`config.mk`:
```
export PLATFORM = sky130hd
export DESIGN_NAME = emac_status_mon
export DESIGN_NICKNAME = d
export VERILOG_FILES = /design/src/rtl/emac_stat_pkg.sv /design/src/rtl/emac_flow_cmp.sv /design/src/rtl/emac_herr_capture.sv /design/src/rtl/emac_tx_gate.sv /design/src/rtl/emac_status_mon.sv
export SDC_FILE = /design/constraint.sdc
export NUM_CORES = 1
export LEC_CHECK = 0
export BUFFER_PORTS_ARGS = -buffer_cell sky130_fd_sc_hd__buf_2
export CAP_MARGIN = 40
export CORE_ASPECT_RATIO = 0.75
export CORE_MARGIN = 2
export CORE_UTILIZATION = 45
export DETAILED_ROUTE_END_ITERATION = 8
export PLACE_DENSITY = 0.76
export SYNTH_ARGS = -nofsm -noshare
export SYNTH_HDL_FRONTEND = slang
export SYNTH_SLANG_ARGS = --single-unit
```
`constraint.sdc`:
```
create_clock -name clk -period 4.94 [get_ports clk]
set_clock_uncertainty 0.15 [all_clocks]
set_input_delay 0.741 -clock clk [delete_from_list [all_inputs] [get_ports clk]]
set_output_delay 0.741 -clock clk [all_outputs]
set_load 0.02 [all_outputs]
```
`src/rtl/emac_stat_pkg.sv`:
```
package emac_stat_pkg;
    localparam int CODE_W = 4;
    localparam int CHAN_W = 3;
    localparam int STAT_W = 32;

    localparam int TXFLOW_BIT = 0;
    localparam int RXFLOW_BIT = 1;
    localparam int QOS_BIT    = 2;
    localparam int FDX_BIT    = 3;
    localparam int GIG_BIT    = 4;
    localparam int CHAN_LSB   = 8;
    localparam int CODE_LSB   = 12;

    typedef enum logic {
        ERR_CLEAR = 1'b0,
        ERR_HELD  = 1'b1
    } err_state_e;

    typedef enum logic {
        TXG_IDLE = 1'b0,
        TXG_SEND = 1'b1
    } txg_state_e;
endpackage

```
`src/rtl/emac_flow_cmp.sv`:
```
module emac_flow_cmp #(
    parameter int NUM_CH = 8,
    parameter int CNT_W  = 8
) (
    input  logic                    clk,
    input  logic                    rst_n,
    input  logic [NUM_CH*CNT_W-1:0] free_cnt_flat,
    input  logic [NUM_CH*CNT_W-1:0] flow_thr_flat,
    input  logic [CNT_W-1:0]        qos_low_thr,
    input  logic                    qos_en,
    output logic                    rx_flow_q,
    output logic                    qos_act_q
);
    logic [NUM_CH-1:0] flow_hit;
    logic [NUM_CH-1:0] qos_hit;

    for (genvar ch = 0; ch < NUM_CH; ch++) begin : g_ch
        logic [CNT_W-1:0] cnt;
        logic [CNT_W-1:0] thr;
        assign cnt         = free_cnt_flat[ch*CNT_W +: CNT_W];
        assign thr         = flow_thr_flat[ch*CNT_W +: CNT_W];
        assign flow_hit[ch] = (cnt <= thr);
        assign qos_hit[ch]  = (cnt <= qos_low_thr);
    end

    always_ff @(posedge clk) begin
        if (!rst_n) begin
            rx_flow_q <= 1'b0;
            qos_act_q <= 1'b0;
        end else begin
            rx_flow_q <= |flow_hit;
            qos_act_q <= qos_en && (|qos_hit);
        end
    end
endmodule

```
`src/rtl/emac_herr_capture.sv`:
```
module emac_herr_capture
    import emac_stat_pkg::*;
(
    input  logic              clk,
    input  logic              rst_n,
    input  logic              herr_valid,
    input  logic [CODE_W-1:0] herr_code,
    input  logic [CHAN_W-1:0] herr_chan,
    input  logic              stat_rd,
    output logic [CODE_W-1:0] err_code_q,
    output logic [CHAN_W-1:0] err_chan_q,
    output logic              err_held
);
    err_state_e state_q, state_d;
    logic       capture;

    assign capture = herr_valid && (herr_code != '0);

    always_comb begin
        state_d = state_q;
        unique case (state_q)
            ERR_CLEAR: if (capture) state_d = ERR_HELD;
            ERR_HELD:  state_d = ERR_HELD;
            default:   state_d = ERR_CLEAR;
        endcase
    end

    always_ff @(posedge clk) begin
        if (!rst_n) state_q <= ERR_CLEAR;
        else        state_q <= state_d;
    end

    always_ff @(posedge clk) begin
        if (!rst_n) begin
            err_code_q <= '0;
            err_chan_q <= '0;
        end else begin
            unique case (state_q)
                ERR_CLEAR: begin
                    if (capture) begin
                        err_code_q <= herr_code;
                        err_chan_q <= herr_chan;
                    end
                end
                ERR_HELD: begin
                    if (stat_rd) err_chan_q <= '0;
                end
                default: begin
                    err_code_q <= '0;
                    err_chan_q <= '0;
                end
            endcase
        end
    end

    assign err_held = (state_q == ERR_HELD);
endmodule

```
`src/rtl/emac_tx_gate.sv`:
```
module emac_tx_gate
    import emac_stat_pkg::*;
(
    input  logic clk,
    input  logic rst_n,
    input  logic pause_flag,
    input  logic sof_req,
    input  logic is_pause,
    input  logic eof,
    output logic grant,
    output logic busy
);
    txg_state_e state_q, state_d;

    always_ff @(posedge clk) begin
        if (!rst_n) state_q <= TXG_IDLE;
        else        state_q <= state_d;
    end

    always_comb begin
        state_d = state_q;
        grant   = 1'b0;
        unique case (state_q)
            TXG_IDLE: begin
                if (sof_req && (!pause_flag || is_pause)) begin
                    grant   = 1'b1;
                    state_d = TXG_SEND;
                end
            end
            TXG_SEND: begin
                if (eof) state_d = TXG_IDLE;
            end
            default: state_d = TXG_IDLE;
        endcase
    end

    assign busy = (state_q == TXG_SEND);
endmodule

```
`src/rtl/emac_status_mon.sv`:
```
module emac_status_mon
    import emac_stat_pkg::*;
#(
    parameter int NUM_CH = 8,
    parameter int CNT_W  = 8
) (
    input  logic                    clk,
    input  logic                    rst_n,
    input  logic [NUM_CH*CNT_W-1:0] free_cnt_flat,
    input  logic [NUM_CH*CNT_W-1:0] flow_thr_flat,
    input  logic [CNT_W-1:0]        qos_low_thr,
    input  logic                    qos_en,
    input  logic                    herr_valid,
    input  logic [3:0]              herr_code,
    input  logic [2:0]              herr_chan,
    input  logic                    stat_rd,
    input  logic                    pause_in,
    input  logic                    link_gig,
    input  logic                    link_fdx,
    input  logic                    tx_sof_req,
    input  logic                    tx_is_pause,
    input  logic                    tx_eof,
    output logic [31:0]             stat_word,
    output logic                    host_err_irq,
    output logic                    tx_grant,
    output logic                    tx_busy
);
    logic              rx_flow_q;
    logic              qos_act_q;
    logic              txflow_q;
    logic              gig_q;
    logic              fdx_q;
    logic [CODE_W-1:0] err_code_q;
    logic [CHAN_W-1:0] err_chan_q;

    always_ff @(posedge clk) begin
        if (!rst_n) begin
            txflow_q <= 1'b0;
            gig_q    <= 1'b0;
            fdx_q    <= 1'b0;
        end else begin
            txflow_q <= pause_in;
            gig_q    <= link_gig;
            fdx_q    <= link_fdx;
        end
    end

    emac_flow_cmp #(
        .NUM_CH (NUM_CH),
        .CNT_W  (CNT_W)
    ) u_flow (
        .clk           (clk),
        .rst_n         (rst_n),
        .free_cnt_flat (free_cnt_flat),
        .flow_thr_flat (flow_thr_flat),
        .qos_low_thr   (qos_low_thr),
        .qos_en        (qos_en),
        .rx_flow_q     (rx_flow_q),
        .qos_act_q     (qos_act_q)
    );

    emac_herr_capture u_herr (
        .clk        (clk),
        .rst_n      (rst_n),
        .herr_valid (herr_valid),
        .herr_code  (herr_code),
        .herr_chan  (herr_chan),
        .stat_rd    (stat_rd),
        .err_code_q (err_code_q),
        .err_chan_q (err_chan_q),
        .err_held   (host_err_irq)
    );

    emac_tx_gate u_txg (
        .clk        (clk),
        .rst_n      (rst_n),
        .pause_flag (txflow_q),
        .sof_req    (tx_sof_req),
        .is_pause   (tx_is_pause),
        .eof        (tx_eof),
        .grant      (tx_grant),
        .busy       (tx_busy)
    );

    always_comb begin
        stat_word = '0;
        stat_word[TXFLOW_BIT] = txflow_q;
        stat_word[RXFLOW_BIT] = rx_flow_q;
        stat_word[QOS_BIT]    = qos_act_q;
        stat_word[FDX_BIT]    = fdx_q;
        stat_word[GIG_BIT]    = gig_q;
        stat_word[CHAN_LSB +: CHAN_W] = err_chan_q;
        stat_word[CODE_LSB +: CODE_W] = err_code_q;
    end
endmodule

```
# ---- Yosys cells after proc, flatten, opt, wreduce, memory -nomap -nowiden
# Cells that the tools add are included.
dict set report word_totals {
  register_bits 14
  in_bits 154
  output_inout_bits 35
  word_cells 48
}
dict set report classes {
  order_cmp 16
  eq_ne 2
  n_mux 9
  n_bitwise 2
  n_reduce_logical 10
}
# op n
set op_table {}
lappend op_table {{$le 8x8->1} 16}
lappend op_table {{$reduce_or 8->1} 2}
lappend op_table {{$mux 3} 2}
lappend op_table {{$pmux 3 s2} 1}
lappend op_table {{$mux 1} 4}
lappend op_table {{$pmux 1 s2} 2}
lappend op_table {{$reduce_and 2->1} 2}
lappend op_table {{$reduce_bool 4->1} 1}
lappend op_table {{$logic_and 1x1->1} 3}
lappend op_table {{$ne 2x1->1 const B} 1}
lappend op_table {{$ne 2x2->1 const B} 1}
lappend op_table {{$not 1->1} 2}
lappend op_table {{$logic_not 1->1} 1}
lappend op_table {{$logic_or 1x1->1} 1}

# ---- Logic depth before layout (Yosys ltp)
# Gate-level depths: netlist of the first run.
dict set report logic_depth {
  ltp_word 5
  ltp_mapped 8
  depth_no_buf 8
}

# ---- Modules after synthesis
# Synthesis of the first run repeated with hierarchy kept, for this count alone.
dict set report unflattened {
  hier_cells 454
  hier_area_um2 3673.5
}
# module instances cells_each area_each_um2 seq_area_each_um2
set modules_own_cells {}
lappend modules_own_cells {emac_flow_cmp 1 379 3006.6 40.0}
lappend modules_own_cells {emac_herr_capture 1 37 345.3 160.2}
lappend modules_own_cells {emac_status_mon 1 32 270.3 60.1}
lappend modules_own_cells {emac_tx_gate 1 6 51.3 20.0}

# ---- Least setup slack after synthesis of the first run
# No wires, ideal clock.
dict set report synth_timing {
  path_kind {input to register}
  from {input qos_low_thr[5]}
  to {register u_flow.qos_act_q}
  setup_time_ns 0.127
  arrival_ns 1.990
  required_ns 4.663
  slack_ns 2.673
  path_stages 8
  n_path_buf 0
  path_cell_list {inv_1 > ha_1 > nand4_2 > nor2_1 > nor4_2 > o211ai_1 > nor4_2 > a31oi_1}
}
dict set report synth_via {
  elab_chain_cells 3
  word_cells_on_any_way 10
  cone_classes {order compare (8); reduce/logical (2)}
}
# item line_no
set synth_rtl {}
lappend synth_rtl {{start, declared} emac_status_mon.sv:11} ;# input logic [CNT_W-1:0] qos_low_thr,
lappend synth_rtl {{$le 8x8->1} emac_flow_cmp.sv:23} ;# assign qos_hit[ch] = (cnt <= qos_low_thr);
lappend synth_rtl {{$reduce_or 8->1 (*)} emac_flow_cmp.sv:32} ;# qos_act_q <= qos_en && (|qos_hit);
lappend synth_rtl {{$logic_and 1x1->1 (*)} emac_flow_cmp.sv:32}
lappend synth_rtl {{end signal, assigned} emac_flow_cmp.sv:32}
lappend synth_rtl {{end, declared} emac_flow_cmp.sv:12} ;# output logic qos_act_q
# Every way passes the cells marked *; elsewhere a longest branch is shown, timed or not.
# A chain may end at the register's enable or synchronous reset.

# ---- Final worst setup path of the first run
# Same ends and word-level chain as after synthesis.

==> metrics.txt, run 1 <==
sequential cell fraction of total power 21.1%; CP most frequent cell sky130_fd_sc_hd__nor4_2; number of top-level design ports 189; RSZ-0062 raised after global routing no; Hold Startpoint u_herr.err_code_q[2]; total of cells resized after clock tree synthesis 0; largest fanout on the critical path 8; CTS clk-pin slew, worst paths 0.07 ns; GRT overflow 0; number of setup buffers added after CTS 0; leakage 2.685 nW; Setup Crit Path Kind input port to flip-flop; row count 28; sort of element at the end of the critical path flip-flop; terminating pin of the worst hold path u_herr.err_code_q[2]; master cell of the clock root buffer sky130_fd_sc_hd__clkbuf_8; NetSw 0.2362 mW; Routed WL 10230 um; Min-Delay Path Class flip-flop to flip-flop; number of global-route vias before repair 3544; number of buffers created by CTS 3; count of synthesis-stage warnings from yosys 0; via-per-instance ratio 5.133; Pins Over Slew Limit 0; number of maximum-capacitance constraint violations 0; data arrival time of the worst path 2.44 ns; Total Negative Setup Slacks 0 ns; first-pass GRT wire length 15740 um; Port Buf Inserts 168; Multi-input gate area 2939 um2; overall global routing resource usage 22.09%; Post-Syn Area per Cell 8.012 um2; maximum level of the CTS H-tree 1; Max IR drop VDD 0.1098 mV; fillers 722; Netlist Area Pre-Place 3613 um2; met1 track demand over resource 29.53%; detailed-placement wirelength estimate 9129 um; minimum setup slack in the final design 2.490 ns; post-detailed-route count of antenna-violating nets 0; TritonRoute pass-1 iters 5; Commonest cells post-synth sky130_fd_sc_hd__ha_1, sky130_fd_sc_hd__inv_1, sky130_fd_sc_hd__a21oi_1; most used routing layer in global routing met2; area share of the largest cell type after synthesis 44.32%; residual DRC count 0; antenna violations before repair 0; final weighted congestion of routability-driven global placement 0.8325; nets@finish 900; number of unique standard cell types used by synthesis 29; Non-Filler Instances 722; initial core utilization 46.05%; net switching fraction of the power 40.54%; quantity of hold-fixing buffers added after cts 0; critical-path cell list buf_2 -> inv_1 -> ha_1 -> nand4_2 -> nor2_1 -> nor4_2 -> o211ai_1 -> nor4_2 -> a31oi_1; maximum clock path buffer count 2; sequential element share of the synthesized area 7.756%; Area Overhead vs Synth 25.21%; GRT met2 Usage 40.70%; register area 280.3 um2; proportion of power drawn by combinational gates 59.3%; Period minus WS final 2.450 ns; result of the run complete, no violations; source-to-sink clock delay at the later pin of the worst-skew pair 0.24 ns; power density over the cells 128.8 nW/um2; Post-Syn Instances 451; Placeable Area 7848 um2; achievable frequency 408.2 MHz; Clock Sinks 14; total internal power 0.3464 mW; biggest area contributors in the synthesized netlist sky130_fd_sc_hd__ha_1, sky130_fd_sc_hd__dfxtp_1, sky130_fd_sc_hd__inv_1, sky130_fd_sc_hd__a21oi_1, sky130_fd_sc_hd__buf_4; met3 track utilization from global routing 2.381%; Main synth FF type sky130_fd_sc_hd__dfxtp_1; reg2reg start u_herr.err_held; antenna cell count 0; total vias in the final route 3706; number of flip-flops and latches in the synthesized netlist 14; startpoint types input port; reg2reg end u_herr.err_code_q[1]; die footprint 8770 um2; required time of the critical path 4.93 ns; Die Span Y 81.61 um; number of DRC markers in iteration 0 131; proportion of layout cells with a drive suffix above 1 29.01%; WL per Instance 14.16 um; die boundary width 107.5 um; CTS tree done; setup violators final 0; Worst Reg2Reg Path Length in Cells 3; worst slack, placed 2.252 ns; Post-synth EDFFs 0; share of synthesized registers carrying an async set or reset 0%; pin count of the biggest net entering global routing 11; Placed Instances 718; reg-to-reg slack, setup 3.76 ns; dominant cell by count in the synthesized netlist sky130_fd_sc_hd__ha_1; slowest library cell on the worst path sky130_fd_sc_hd__ha_1; final-report hold violation count 0; worst stage delay on the critical path 0.35 ns; worst hold stages 2; final critical-path share of the clock period 49.59%; count of buffering cells on the critical path with inverters included 2; utilization after layout 57.65%; Top Family by Delay on Critical Path simple AND/OR/NAND/NOR gates; largest area contributor in the netlist sky130_fd_sc_hd__ha_1; Clk pwr share 19.6%
-- layout make-up --
type / instances / share of cell area (%)
clock buffers: 4 / 1.217
inverters: 74 / 6.139
multi-input cells: 357 / 64.96
flip-flops and latches: 14 / 6.195
well taps: 105 / 2.904
repair buffers: 168 / 18.58
-- metrics by stage --
step | power (mW) | hold WS, ns | cell area [um2]
finish | 0.5826 | 0.3445 | 4524
global route | 0.6398 | 0.3859 | 4524
CTS | 0.5807 | 0.3557 | 4524
detailed placement | 0.4674 | 0.3427 | 4469
global placement | 0.4514 | 0.3243 | 4469
floorplan | 0.3494 | 0.4333 | 3685
-- layer usage --
layer	up-vias	share of wire (%)
met4	0	0.098
met2	131	47
met1	1639	46
met3	2	6.4
li1	1934	-
met5	-	0
-- sequential cells by signal, summed over array words and instances (netlist names) --
signal             cells
fdx_q                  1
u_flow.qos_act_q       1
u_txg.busy             1
u_herr.err_code_q      4
gig_q                  1
u_herr.err_held        1
u_flow.rx_flow_q       1
u_herr.err_chan_q      3
txflow_q               1
-- cell usage in the layout (no fill, tap or decap), types with 2 or more instances in the layout --
cell type and n:
sky130_fd_sc_hd__inv_1 73, sky130_fd_sc_hd__o211ai_1 16, sky130_fd_sc_hd__ha_1 128, sky130_fd_sc_hd__mux2i_1 4, sky130_fd_sc_hd__conb_1 20, sky130_fd_sc_hd__nand2_1 9, sky130_fd_sc_hd__buf_2 168, sky130_fd_sc_hd__nor4_1 2
sky130_fd_sc_hd__nor2b_1 18, sky130_fd_sc_hd__nand3_1 7, sky130_fd_sc_hd__nor4_2 3, sky130_fd_sc_hd__clkbuf_8 4, sky130_fd_sc_hd__and2_1 3, sky130_fd_sc_hd__a211oi_1 14, sky130_fd_sc_hd__a21oi_1 44, sky130_fd_sc_hd__nor2_1 27
sky130_fd_sc_hd__a21o_1 15, sky130_fd_sc_hd__dfxtp_1 14, sky130_fd_sc_hd__a22oi_1 3, sky130_fd_sc_hd__nand4_1 30, sky130_fd_sc_hd__o21ai_0 6
-- worst register-to-register path, delay by kind of cell (launching register included) --
family	cells	cell delay [ns]
flops	1	0.32
mux	1	0.23
simple gates	2	0.37
-- cell families (layout without fill, tap and decap cells) --
family,Yosys count,after routing,share of synthesized area (%)
buf+inv,99,246,12.88
simple gates,103,103,15.82
mux,4,4,1.108
flops,14,14,7.756
other cells,1,20,0.1038
compound gates,102,102,18.01
fa+ha+maj,128,128,44.32
-- worst max-delay path by stage --
stage | from | endpoint | slack, ns | cells after the start
finish | qos_low_thr[5] | u_flow.qos_act_q | 2.49 | 9
global route | qos_low_thr[5] | u_flow.qos_act_q | 2.36 | 9
CTS | qos_low_thr[5] | u_flow.qos_act_q | 2.50 | 9
detailed placement | qos_low_thr[6] | u_flow.qos_act_q | 2.25 | 9
global placement | qos_low_thr[6] | u_flow.qos_act_q | 2.28 | 9
floorplan | qos_low_thr[5] | u_flow.qos_act_q | 2.67 | 8
-- power by group through the flow --
stage,logic (mW),clock network (mW),registers [mW]
finish,0.345,0.114,0.123
global placement,0.326,0,0.125
CTS,0.344,0.113,0.123
floorplan,0.219,0,0.131
detailed placement,0.342,0,0.125
global route,0.394,0.123,0.123
Note: power is estimated with default switching activity, not from simulation.
==> run 2, diff against run 1 <==
--- a/config.mk
+++ b/config.mk
@@ -9,7 +9,7 @@
 export CAP_MARGIN = 40
 export CORE_ASPECT_RATIO = 0.75
 export CORE_MARGIN = 2
-export CORE_UTILIZATION = 45
+export CORE_UTILIZATION = 43
 export DETAILED_ROUTE_END_ITERATION = 8
 export PLACE_DENSITY = 0.76
 export SYNTH_ARGS = -nofsm -noshare
==> constraint.sdc (replaced) <==
create_clock -name clk -period 2.1 [get_ports clk]
set_clock_uncertainty 0.15 [all_clocks]
set_input_delay 0.315 -clock clk [delete_from_list [all_inputs] [get_ports clk]]
set_output_delay 0.315 -clock clk [all_outputs]
set_load 0.02 [all_outputs]
==> run 2 against run 1 <==
  * Worst setup slack worse by 2.3 ns
  * Clock power up 130%
  * Count of clock-buffer cells in the layout unchanged
  * Via count up 5.0%
  * Total power up 140%
  * Combinational power up 150%
  * Hold slack worse by 0.23 ns
  * Register-to-register slack worse by 2.9 ns
  * Wire length up 6.4%
  * Sequential power up 130%
==> metrics.txt, run 2 (same netlist as run 1, synthesis figures left out) <==
final weighted congestion of routability-driven global placement 0.9074 (+9.0%); row count 28 (unchanged); power density over the cells 305.1 nW/um2 (+140%); Placeable Area 8023 um2 (+2.2%); detailed-placement wirelength estimate 9767 um (+7.0%); initial core utilization 45.04% (-1.0 points); quantity of hold-fixing buffers added after cts 0 (unchanged); leakage 2.741 nW (+2.1%); Clock Sinks 14 (unchanged); residual DRC count 0 (unchanged); Period minus WS final 1.952 ns; CTS clk-pin slew, worst paths 0.07 ns (about the same); reg2reg start u_herr.err_held; GRT overflow 0 (unchanged); Setup Crit Path Kind input port to flip-flop; CP startpoint qos_low_thr[6]; antenna violations before repair 0 (unchanged); NetSw 0.5724 mW (+140%); via-per-instance ratio 5.302 (+3.3%); Die Span Y 83.39 um (+2.2%); Non-Filler Instances 734 (+1.7%); nets@finish 912 (+1.3%); proportion of layout cells with a drive suffix above 1 30.52% (+1.5 points); maximum clock path buffer count 2 (unchanged); fillers 750 (+3.9%); source-to-sink clock delay at the later pin of the worst-skew pair 0.24 ns (about the same); maximum level of the CTS H-tree 1 (unchanged); most frequent standard cell in the layout excluding fill and tap cells sky130_fd_sc_hd__buf_2; number of maximum-capacitance constraint violations 0 (unchanged); Hold Startpoint link_fdx; worst slack, placed -0.1247 ns (-2.376 ns); Pins Over Slew Limit 0 (unchanged); met1 track demand over resource 29.58% (+0.049 points); startpoint types input port; minimum setup slack in the final design 0.1477 ns (-2.343 ns); antenna cell count 0 (unchanged); data arrival time of the worst path 1.94 ns (-0.50 ns); die footprint 9160 um2 (+4.5%); Largest register FFs 4 (unchanged); WL per Instance 14.83 um (+4.7%); total vias in the final route 3892 (+5.0%); overall global routing resource usage 22.62% (+0.53 points); final-report hold violation count 0 (unchanged); Max IR drop VDD 0.2115 mV (+93%); sequential cell fraction of total power 20.4% (-0.7 points); RSZ-0062 raised after global routing no; master cell of the clock root buffer sky130_fd_sc_hd__clkbuf_8; CTS tree done; most used routing layer in global routing met2; Min-Delay Path Class input port to flip-flop; achievable frequency 512.2 MHz; number of DRC markers in iteration 0 222 (+69%); most frequent cells in the layout sky130_fd_sc_hd__buf_2, sky130_fd_sc_hd__ha_1, sky130_fd_sc_hd__inv_1; TritonRoute pass-1 iters 5 (unchanged); largest fanout on the critical path 8 (unchanged); number of global-route vias before repair 3781 (+6.7%); net switching fraction of the power 40.51% (about the same); Largest Register u_herr.err_code_q; final critical-path share of the clock period 92.97%; number of buffers created by CTS 3 (unchanged); Placed Instances 730 (+1.7%); number of top-level design ports 189 (unchanged); sort of element at the end of the critical path flip-flop; biggest regs u_herr.err_code_q x4, u_herr.err_chan_q x3; die boundary width 109.9 um (+2.2%); Area Overhead vs Synth 28.15%; Routed WL 10880 um (+6.4%); total internal power 0.8405 mW (+140%); pin count of the biggest net entering global routing 11 (unchanged); met3 track utilization from global routing 2.433% (+0.052 points); proportion of power drawn by combinational gates 60.7% (+1.4 points); Clk pwr share 18.9% (-0.7 points); post-detailed-route count of antenna-violating nets 0 (unchanged); GRT met2 Usage 40.10% (-0.60 points); setup violators final 0 (unchanged); result of the run complete, no violations; required time of the critical path 2.09 ns (-2.84 ns); Port Buf Inserts 168 (unchanged); first-pass GRT wire length 16870 um (+7.2%)
run 2: changes by cell type in the layout (fill, tap and decap cells not counted):
cell,change
sky130_fd_sc_hd__clkinvlp_4,+1
sky130_fd_sc_hd__buf_12,+1
sky130_fd_sc_hd__inv_1,-1
sky130_fd_sc_hd__buf_4,+11
run 2: worst paths after layout:
check	to	slack, ns	cells past startpoint
worst max-delay path	u_flow.qos_act_q	0.15	9
worst min register to register	u_herr.err_code_q[3]	0.36	2
worst min-delay path	fdx_q	0.12	2
worst max register to register	u_herr.err_code_q[1]	0.87	3
run 2: metrics by stage:
step / power, mW / utilization, % / cell area [um2] / hold slack [ns] / setup TNS (ns)
6_report: 1.413 / 57.72 / 4631 / 0.1188 / 0
3_3_place_gp: 1.095 / 56.99 / 4572 / 0.3282 / -0.1962
3_5_place_dp: 1.140 / 56.99 / 4572 / 0.3451 / -0.1876
5_1_grt: 1.543 / 57.72 / 4631 / 0.1274 / 0
2_1_floorplan: 0.8219 / - / 3685 / 0.2812 / 0
4_1_cts: 1.412 / 57.67 / 4627 / 0.1166 / 0
run 2: repair_timing:
action                                  in CTS  in global routing
endpoints found under the setup margin       0                  1
gates resized for setup                      0                  1
setup buffers                                0                  0
run 2: worst max-delay path, cell delays in order:
cell	delay [ns]
sky130_fd_sc_hd__buf_2	0.09
sky130_fd_sc_hd__inv_1	0.29
sky130_fd_sc_hd__ha_1	0.34
sky130_fd_sc_hd__nand4_2	0.10
sky130_fd_sc_hd__nor2_1	0.07
sky130_fd_sc_hd__nor4_2	0.27
sky130_fd_sc_hd__o211ai_1	0.14
sky130_fd_sc_hd__nor4_2	0.23
sky130_fd_sc_hd__a31oi_1	0.10
run 2: power groups by stage:
| stage | registers, mW | logic, mW | clock network [mW] |
|---|---|---|---|
| after floorplan | 0.307 | 0.515 | 0 |
| after detailed placement | 0.294 | 0.846 | 0 |
| final | 0.289 | 0.857 | 0.267 |
| after CTS | 0.288 | 0.852 | 0.271 |
| after global placement | 0.294 | 0.801 | 0 |
| after global routing | 0.290 | 0.964 | 0.288 |
run 2: final cells by class:
class	count	area, um2	area share [%]
multi-input combinational	357	2939	63.47
timing repair buffer	180	943.4	20.37
inverter	74	281.5	6.079
sequential	14	280.3	6.052
tap	105	131.4	2.837
clock buffer	4	55.05	1.189
run 2: metal layers:
layer,routed length (um),up-vias
li1,-,1957
met1,4782,1762
met2,5132,165
met3,911,8
met4,57,0
met5,0,-
==> run 3, diff against run 2 <==
--- a/config.mk
+++ b/config.mk
@@ -12,6 +12,7 @@
 export CORE_UTILIZATION = 43
 export DETAILED_ROUTE_END_ITERATION = 8
 export PLACE_DENSITY = 0.76
+export RECOVER_POWER = 100
 export SYNTH_ARGS = -nofsm -noshare
 export SYNTH_HDL_FRONTEND = slang
 export SYNTH_SLANG_ARGS = --single-unit
==> run 3 against run 2 <==
  * Worst setup slack better by 0.0017 ns
  * Global-route usage unchanged
  * Critical path depth stayed put
  * Maximum frequency hardly changed
  * First-iteration DRC count decreased by 9.9%
  * Clock power barely moved
  * Largest cell class unchanged
==> metrics.txt, run 3 (same netlist as run 1, synthesis figures left out) <==
result of the run complete, no violations; die footprint 9160 um2 (unchanged); sort of element at the end of the critical path flip-flop; Hold Startpoint link_fdx; Port Buf Inserts 168 (unchanged); RSZ-0062 raised after global routing no; WL per Instance 14.81 um (-0.16%); biggest regs u_herr.err_code_q x4, u_herr.err_chan_q x3; maximum clock path buffer count 2 (unchanged); Setup Crit Path Kind input port to flip-flop; reg-to-reg slack, setup 0.71 ns (-0.16 ns); source-to-sink clock delay at the later pin of the worst-skew pair 0.24 ns (about the same); via-per-instance ratio 5.297 (-0.10%); most frequent cells in the layout sky130_fd_sc_hd__buf_2, sky130_fd_sc_hd__ha_1, sky130_fd_sc_hd__inv_1; startpoint types input port; measured slew at the worst slew-check pin 0.5934 ns; pin count of the biggest net entering global routing 11 (unchanged); achievable frequency 512.7 MHz (about the same); Worst Reg2Reg Path Length in Cells 3 (unchanged); Largest register FFs 4 (unchanged); Largest Register u_herr.err_code_q; Max IR drop VDD 0.2106 mV (-0.40%); CP most frequent cell sky130_fd_sc_hd__nor4_2; antenna violations before repair 0 (unchanged); overall global routing resource usage 22.62% (unchanged); Placed Instances 730 (unchanged); number of buffers created by CTS 3 (unchanged); number of DRC markers in iteration 0 200 (-9.9%); number of maximum-capacitance constraint violations 0 (unchanged); reg2reg end u_herr.err_code_q[1]; critical-path cell list buf_2 -> inv_1 -> ha_1 -> nand4_2 -> nor2_1 -> nor4_2 -> o211ai_1 -> nor4_2 -> a31oi_1; Area Overhead vs Synth 27.29%; Die Span Y 83.39 um (unchanged); proportion of layout cells with a drive suffix above 1 27.50% (-3.0 points); detailed-placement wirelength estimate 9767 um (unchanged); setup violators final 0 (unchanged); Hold WS 0.1164 ns (-0.002392 ns); number of top-level design ports 189 (unchanged); worst hold stages 2 (unchanged); final critical-path share of the clock period 92.89% (about the same); total vias in the final route 3888 (-0.10%); Routed WL 10870 um (-0.16%); worst stage delay on the critical path 0.34 ns (about the same); master cell of the clock root buffer sky130_fd_sc_hd__clkbuf_8; Pins Over Slew Limit 0 (unchanged); reg2reg start u_herr.err_held; Period minus WS final 1.951 ns (-0.001677 ns); slowest library cell on the worst path sky130_fd_sc_hd__ha_1; final weighted congestion of routability-driven global placement 0.9074 (unchanged); post-detailed-route count of antenna-violating nets 0 (unchanged); maximum level of the CTS H-tree 1 (unchanged); first-pass GRT wire length 16870 um (unchanged); Non-Filler Instances 734 (unchanged); row count 28 (unchanged); initial core utilization 45.04% (unchanged); Min-Delay Path Class input port to flip-flop; number of global-route vias before repair 3781 (unchanged); minimum setup slack in the final design 0.1494 ns (+0.001677 ns); fillers 763 (+1.7%); die boundary width 109.9 um (unchanged); leakage 2.675 nW (-2.4%); residual DRC count 0 (unchanged); data arrival time of the worst path 1.94 ns (about the same); required time of the critical path 2.09 ns (about the same); Clock Sinks 14 (unchanged); power density over the cells 305.8 nW/um2 (+0.23%); CTS tree done; largest fanout on the critical path 8 (unchanged); most frequent standard cell in the layout excluding fill and tap cells sky130_fd_sc_hd__buf_2; TritonRoute pass-1 iters 4 (-1); nets@finish 912 (unchanged); GRT overflow 0 (unchanged); Placeable Area 8023 um2 (unchanged); Total Negative Setup Slacks 0 ns (unchanged); remaining max-slew budget at the tightest pin 60.29%; final-report hold violation count 0 (unchanged); worst slack, placed -0.1247 ns (unchanged); antenna cell count 0 (unchanged); terminating pin of the worst hold path fdx_q; CTS clk-pin slew, worst paths 0.07 ns (about the same)
[run 3: per-stage QoR]
step	utilization [%]	instance area (um2)	power, mW
CTS	57.67	4627	1.412
floorplan	-	3685	0.8219
detailed placement	56.99	4572	1.140
global route	57.33	4599	1.536
global placement	56.99	4572	1.095
finish	57.33	4599	1.407
[run 3: worst max-delay path by stage]
stage | from | endpoint | slack, ns | cells past startpoint
3_5_place_dp | qos_low_thr[5] | u_flow.qos_act_q | -0.12 | 9
6_report | qos_low_thr[6] | u_flow.qos_act_q | 0.15 | 9
3_3_place_gp | qos_low_thr[5] | u_flow.qos_act_q | -0.11 | 9
2_1_floorplan | qos_low_thr[5] | u_flow.qos_act_q | 0.26 | 8
5_1_grt | qos_low_thr[6] | u_flow.qos_act_q | 0.008 | 9
4_1_cts | qos_low_thr[5] | u_flow.qos_act_q | 0.14 | 9
[run 3: critical path: cells and delay by family]
family                   cells  cell delay (ns)
AND/OR/NAND/NOR              4             0.67
buffers and inverters        2             0.38
adder cells (fa/ha/maj)      1             0.34
AO/OA/AOI/OAI                2             0.24
[run 3: what timing repair did]
action | 4_1_cts | 5_1_grt
resized for setup | 0 | 1
setup buffers | 0 | 0
hold buffers | 0 | 0
endpoints found under the setup margin | 0 | 1
[run 3: cell type report]
| cell class | instances | area (um2) | area share [%] |
|---|---|---|---|
| Clock buffer | 4 | 55.05 | 1.197 |
| Inverter | 74 | 281.5 | 6.121 |
| Multi-Input combinational cell | 357 | 2929 | 63.68 |
| Sequential cell | 14 | 280.3 | 6.094 |
| Tap cell | 105 | 131.4 | 2.856 |
| Timing Repair Buffer | 180 | 922.1 | 20.05 |
[run 3: power breakdown]
group          switching [mW]  internal, mW
clock                   0.102         0.166
sequential            0.00720         0.282
combinational           0.463         0.387
[run 3: layer usage]
metal	wire (um)	GRT usage [%]	part of all wire (%)
met1	4749	29.58	44
met2	5131	40.10	47
met3	932	2.433	8.6
met4	54	3.452	0.50
met5	0	0	0
